## src/rtl/acc_cpu_pkg.sv

```systemverilog
package acc_cpu_pkg;

    localparam int OP_W = 2;

    typedef enum logic [3:0] {
        ST_FETCH1,
        ST_FETCH2,
        ST_FETCH3,
        ST_ADD1,
        ST_ADD2,
        ST_AND1,
        ST_AND2,
        ST_JMP1,
        ST_INC1
    } cpu_state_e;

    typedef enum logic [OP_W-1:0] {
        OP_ADD = 2'b00,
        OP_AND = 2'b01,
        OP_JMP = 2'b10,
        OP_INC = 2'b11
    } opcode_e;

    typedef struct packed {
        logic ar_from_bus;
        logic ar_from_dr;
        logic pc_step;
        logic pc_load;
        logic dr_load;
        logic ir_load;
        logic ac_load;
        logic ac_step;
        logic alu_and;
        logic bus_mem;
        logic bus_pc;
    } ctrl_t;

endpackage

```

## src/rtl/acc_cpu_alu.sv

```systemverilog
module acc_cpu_alu #(
    parameter int DATA_W = 8
) (
    input  logic [DATA_W-1:0] op_a,
    input  logic [DATA_W-1:0] op_b,
    input  logic              sel_and,
    output logic [DATA_W-1:0] result
);

    always_comb begin
        if (sel_and) begin
            result = op_a & op_b;
        end else begin
            result = op_a + op_b;
        end
    end

endmodule

```

## src/rtl/acc_cpu_ctrl.sv

```systemverilog
module acc_cpu_ctrl
    import acc_cpu_pkg::*;
(
    input  logic            clk,
    input  logic            rst,
    input  logic [OP_W-1:0] fetched_op,
    output cpu_state_e      state,
    output ctrl_t           ctl,
    output logic            mem_rd
);

    cpu_state_e state_n;

    always_ff @(posedge clk) begin
        if (rst) begin
            state <= ST_FETCH1;
        end else begin
            state <= state_n;
        end
    end

    always_comb begin
        state_n = ST_FETCH1;
        unique case (state)
            ST_FETCH1: state_n = ST_FETCH2;
            ST_FETCH2: state_n = ST_FETCH3;
            ST_FETCH3: begin
                unique case (opcode_e'(fetched_op))
                    OP_ADD: state_n = ST_ADD1;
                    OP_AND: state_n = ST_AND1;
                    OP_JMP: state_n = ST_JMP1;
                    OP_INC: state_n = ST_INC1;
                    default: state_n = ST_FETCH1;
                endcase
            end
            ST_ADD1:   state_n = ST_ADD2;
            ST_AND1:   state_n = ST_AND2;
            ST_ADD2, ST_AND2, ST_JMP1, ST_INC1: state_n = ST_FETCH1;
            default:   state_n = ST_FETCH1;
        endcase
    end

    always_comb begin
        ctl    = '0;
        mem_rd = 1'b0;
        unique case (state)
            ST_FETCH1: begin
                ctl.bus_pc      = 1'b1;
                ctl.ar_from_bus = 1'b1;
            end
            ST_FETCH2: begin
                ctl.bus_mem = 1'b1;
                ctl.dr_load = 1'b1;
                ctl.pc_step = 1'b1;
                mem_rd      = 1'b1;
            end
            ST_FETCH3: begin
                ctl.ir_load    = 1'b1;
                ctl.ar_from_dr = 1'b1;
            end
            ST_ADD1, ST_AND1: begin
                ctl.bus_mem = 1'b1;
                ctl.dr_load = 1'b1;
                mem_rd      = 1'b1;
            end
            ST_ADD2: ctl.ac_load = 1'b1;
            ST_AND2: begin
                ctl.ac_load = 1'b1;
                ctl.alu_and = 1'b1;
            end
            ST_JMP1: ctl.pc_load = 1'b1;
            ST_INC1: ctl.ac_step = 1'b1;
            default: ;
        endcase
    end


    fetch3_exit_chk: assert property (@(posedge clk) disable iff (rst)
        (state == ST_FETCH3) |=> (state == ST_ADD1 || state == ST_AND1 ||
                                  state == ST_JMP1 || state == ST_INC1));

endmodule

```

## src/rtl/acc_cpu_regs.sv

```systemverilog
module acc_cpu_regs
    import acc_cpu_pkg::*;
#(
    parameter int DATA_W = 8,
    parameter int ADDR_W = 6
) (
    input  logic              clk,
    input  logic              rst,
    input  ctrl_t             ctl,
    input  logic [DATA_W-1:0] mem_rdata,
    input  logic [DATA_W-1:0] alu_result,
    output logic [ADDR_W-1:0] ar_q,
    output logic [ADDR_W-1:0] pc_q,
    output logic [DATA_W-1:0] dr_q,
    output logic [OP_W-1:0]   ir_q,
    output logic [DATA_W-1:0] ac_q
);

    localparam int PAD_W = DATA_W - ADDR_W;

    logic [DATA_W-1:0] bus;

    always_comb begin
        bus = '0;
        if (ctl.bus_mem) begin
            bus = mem_rdata;
        end else if (ctl.bus_pc) begin
            bus = {{PAD_W{1'b0}}, pc_q};
        end
    end

    always_ff @(posedge clk) begin
        if (rst) begin
            ar_q <= '0;
        end else if (ctl.ar_from_bus) begin
            ar_q <= bus[ADDR_W-1:0];
        end else if (ctl.ar_from_dr) begin
            ar_q <= dr_q[ADDR_W-1:0];
        end
    end

    always_ff @(posedge clk) begin
        if (rst) begin
            pc_q <= '0;
        end else if (ctl.pc_load) begin
            pc_q <= dr_q[ADDR_W-1:0];
        end else if (ctl.pc_step) begin
            pc_q <= pc_q + 1'b1;
        end
    end

    always_ff @(posedge clk) begin
        if (rst) begin
            dr_q <= '0;
        end else if (ctl.dr_load) begin
            dr_q <= bus;
        end
    end

    always_ff @(posedge clk) begin
        if (rst) begin
            ir_q <= '0;
        end else if (ctl.ir_load) begin
            ir_q <= dr_q[DATA_W-1 -: OP_W];
        end
    end

    always_ff @(posedge clk) begin
        if (rst) begin
            ac_q <= '0;
        end else if (ctl.ac_load) begin
            ac_q <= alu_result;
        end else if (ctl.ac_step) begin
            ac_q <= ac_q + 1'b1;
        end
    end

endmodule

```

## src/rtl/acc_cpu.sv

```systemverilog
module acc_cpu
    import acc_cpu_pkg::*;
#(
    parameter int DATA_W = 8,
    localparam int ADDR_W = DATA_W - OP_W
) (
    input  logic              clk,
    input  logic              rst,
    output logic [ADDR_W-1:0] mem_addr,
    output logic              mem_rd,
    input  logic [DATA_W-1:0] mem_rdata,
    output logic [DATA_W-1:0] acc_value
);

    cpu_state_e        state;
    ctrl_t             ctl;
    logic [ADDR_W-1:0] pc_q;
    logic [DATA_W-1:0] dr_q;
    logic [OP_W-1:0]   ir_q;
    logic [DATA_W-1:0] alu_result;

    acc_cpu_ctrl u_ctrl (
        .clk        (clk),
        .rst        (rst),
        .fetched_op (dr_q[DATA_W-1 -: OP_W]),
        .state      (state),
        .ctl        (ctl),
        .mem_rd     (mem_rd)
    );

    acc_cpu_regs #(
        .DATA_W (DATA_W),
        .ADDR_W (ADDR_W)
    ) u_regs (
        .clk        (clk),
        .rst        (rst),
        .ctl        (ctl),
        .mem_rdata  (mem_rdata),
        .alu_result (alu_result),
        .ar_q       (mem_addr),
        .pc_q       (pc_q),
        .dr_q       (dr_q),
        .ir_q       (ir_q),
        .ac_q       (acc_value)
    );

    acc_cpu_alu #(
        .DATA_W (DATA_W)
    ) u_alu (
        .op_a    (acc_value),
        .op_b    (dr_q),
        .sel_and (ctl.alu_and),
        .result  (alu_result)
    );


    reset_clear_chk: assert property (@(posedge clk)
        rst |=> (pc_q == '0 && acc_value == '0 && mem_addr == '0 && state == ST_FETCH1));


    fetch_pc_step_chk: assert property (@(posedge clk) disable iff (rst)
        (state == ST_FETCH2) |=> (pc_q == $past(pc_q) + 1'b1));


    ir_add_chk: assert property (@(posedge clk) disable iff (rst)
        (state == ST_ADD1 || state == ST_ADD2) |-> (ir_q == OP_ADD));


    ir_and_chk: assert property (@(posedge clk) disable iff (rst)
        (state == ST_AND1 || state == ST_AND2) |-> (ir_q == OP_AND));


    jump_target_chk: assert property (@(posedge clk) disable iff (rst)
        (state == ST_JMP1) |=> (pc_q == $past(mem_addr)));


    acc_inc_chk: assert property (@(posedge clk) disable iff (rst)
        (state == ST_INC1) |=> (acc_value == $past(acc_value) + 1'b1));


    addr_hold_chk: assert property (@(posedge clk) disable iff (rst)
        (state != ST_FETCH1 && state != ST_FETCH3) |=> $stable(mem_addr));

endmodule

```

## config.mk

```make
export PLATFORM = sky130hd
export DESIGN_NAME = acc_cpu
export DESIGN_NICKNAME = d
export VERILOG_FILES = /design/src/rtl/acc_cpu_pkg.sv /design/src/rtl/acc_cpu_alu.sv /design/src/rtl/acc_cpu_ctrl.sv /design/src/rtl/acc_cpu_regs.sv /design/src/rtl/acc_cpu.sv
export SDC_FILE = /design/constraint.sdc
export NUM_CORES = 1
export LEC_CHECK = 0
export BUFFER_PORTS_ARGS = -buffer_cell sky130_fd_sc_hd__clkbuf_2
export CAP_MARGIN = 25
export CORE_ASPECT_RATIO = 2
export CORE_MARGIN = 2
export CORE_UTILIZATION = 62
export DETAILED_ROUTE_END_ITERATION = 6
export GPL_ROUTABILITY_DRIVEN = 0
export PLACE_DENSITY = 0.82
export SYNTH_ARGS = -nofsm -noshare
export SYNTH_HDL_FRONTEND = slang
export SYNTH_SLANG_ARGS = --single-unit
export TNS_END_PERCENT = 20
```

## constraint.sdc

```tcl
create_clock -name clk -period 3.54 [get_ports clk]
set_input_delay 0.354 -clock clk [delete_from_list [all_inputs] [get_ports clk]]
set_output_delay 0.354 -clock clk [all_outputs]
set_load 0.05 [all_outputs]
```

==> out/metrics.cfg <==
[status]
status=finished, final reports clean

[logic_synthesis]
synth_nets=292
ys.warnings.count=0
yosysTopAreaCellShare_pct=30.30
syn_avg_cell_area_um2=7.890
ys_seq_area_share_pct=30.30
ys.flop_type=dfxtp_1
syn_inst=268
yosysUniqueCellTypes=54
synth_area_leaders=dfxtp_1 30%, a21oi_1 8.0%, ha_1 7.7%, nor2_1 7.3%, nand2_1 3.6%
yosys.area.top_type=dfxtp_1
synth_edf_count=0
synthArstFlopShare_pct=0
synth_area_um2=2115
ys_ff_latch=32

[clock_network]
h-tree-depth=2
cts_resized=0
cts_setup_buffers=0
cts_root_buf=clkbuf_8
cts_tree=done
cts_hold_buf=0
clkLatencyLatePin_ns=0.28
cts_buffers=5
cts.clk_slew.worst_paths_ns=0.07
cts_sinks=32
cts_buffer_depth=2

[global_routing]
grt_pass1_wl_mm=8.176
grt_max_degree=34
grt_overflow=0
antenna_found_initial=0
grtUsageTotal_pct=27.98
grt_pass1_vias=1885

[timing]
min_period_ns=2.344
drv_slew=0
hold_slack_ns=0.3119
finalSetupViolCount=0
max-slew-margin-rel_pct=49.55
rsz0062_at_grt=no
final-hold-violation-count=0
fin_skew_ns=0.007016
fmax_mhz=426.7
worst_pin_slew_ns=0.7567
setup_tns_ns=0
fin_crit_sh_pct=66.21
fin_ws_ns=1.196

[setup_path]
cp_slowest_cell=dfxtp_1
r2r-start=u_regs.ac_q[0]
max_stage_delay_ns=0.47
r2r_slack_ns=1.20
r2r-end=u_regs.ac_q[6]
cp_max_fo=8
crit_path_end=u_regs.ac_q[6]
cp.arrival_ns=2.49
r2r_cells=8
end_kind=flop
cp-start-kind=flop
crit_start=u_regs.ac_q[0]
crit_path_cell_trace=ha_1, inv_1, fa_1, nor2b_1, o31a_1, mux2_2, o21ai_0, o21ai_1
crit_required_ns=3.68
crit_type=flop to flop

[die]
initial_core_util_pct=63.30
fp.dieH_um=86.59
dieWidth_um=45.30
rows=30
ios=25
dieArea_um2=3922
coreArea_um2=3341

[finish]
final_util_pct=68.46
antenna-diode-count=0
drive_above_1_share_pct=17.48
layout_commonest_cell=nor2_1
finalInstanceArea_um2=2287
area_growth_pct=8.166
fin_nets=310
mostFrequentLayoutCells=41 x nor2_1, 34 x a21oi_1, 32 x dfxtp_1
fin_cells=318

[routing]
wire_per_inst_um=15.36
viasPerCell=6.242
vias=1985
ant_nets=0
drt-initial-drc-count=61
drt_drc_violations_left=0
route.final.wire_length_mm=4.883
firstDrtPassIters=4

[power_and_ir_drop]
p_total_uw=880.2
power_density_nw_per_um2=384.8
ir_worst_vdd_mv=0.2930
p_leak_nw=0.9263

[job]
drv_cap=0

[worst_hold_path]
holdCritPathClass=primary input to flop

[placement]
placed_cells=311
dp_hpwl_mm=3.750
place_area_um2=2210
post-place-ws_ns=1.253
io_buffers=24

[where the power goes]
group | internal [mW] | total [mW] | switching [mW]
registers | 0.382 | 0.414 | 0.0320
logic | 0.0710 | 0.201 | 0.130
clock network | 0.134 | 0.265 | 0.132
total | 0.586 | 0.880 | 0.294
[cells by family (layout without fill, tap and decap cells)]
| kind of cell | count (synthesis) | in the layout | synth area share [%] |
|---|---|---|---|
| compound gates | 76 | 76 | 22.07 |
| xor+xnor | 3 | 3 | 1.243 |
| fa+ha+maj | 14 | 14 | 8.639 |
| buf+inv | 29 | 47 | 6.272 |
| flops | 32 | 32 | 30.30 |
| mux | 12 | 12 | 6.154 |
| simple gates | 102 | 102 | 25.32 |
[cells in the mapped netlist (3+ instances only)]
library cell and instances:
nor2_1 41, a21oi_1 34, dfxtp_1 32, nand2_1 20
ha_1 13, inv_1 13, nand3_1 9, o21ai_0 9
o21ai_1 9, a211oi_1 6, clkbuf_1 6, nor3_1 6
mux2_1 5, buf_2 4, mux2i_1 4, a22oi_1 3
buf_4 3, mux2_2 3, nand2b_1 3, nor3_2 3
[worst min path at each step]
stage / startpoint / end / cells after the start
5_1_grt: mem_rdata[6] / u_regs.dr_q[6] / 3
3_5_place_dp: u_regs.ar_q[1] / u_regs.ar_q[1] / 2
2_1_floorplan: u_regs.pc_q[5] / u_regs.pc_q[5] / 2
6_report: mem_rdata[7] / u_regs.dr_q[7] / 3
3_3_place_gp: u_regs.ar_q[3] / u_regs.ar_q[3] / 2
4_1_cts: mem_rdata[6] / u_regs.dr_q[6] / 3
[final cells by class]
type | instances | area (um^2)
flip-flops and latches | 32 | 640.6
repair buffers | 26 | 135.1
well taps | 32 | 40.04
multi-input cells | 207 | 1341
clock inverters | 1 | 5.005
fillers | 284 | 1054
clock buffers | 6 | 72.57
inverters | 14 | 52.55
[routing by layer]
layer	vias to the layer above	track usage, %	share of wire (%)
met5	-	0	0
met4	0	17.91	4.2
met3	20	3.750	2.3
met2	49	50.78	55
met1	928	27.52	38
li1	988	-	-
[worst max-delay path, delay by kind of cell, from the launching register on]
family                     cells  cell delay (ns)
buffers and inverters          1             0.08
AOI/OAI and AO/OA              3             0.42
muxes                          1             0.34
adders and majority gates      2             0.65
DFF                            1             0.47
and+or+nand+nor                1             0.25
[registers in the layout (all words and copies together) (netlist names)]
name / count
u_regs.ar_q: 6
u_regs.pc_q: 6
u_regs.ac_q: 8
u_ctrl.state: 4
u_regs.dr_q: 8
(Power assumes the default switching activity.)
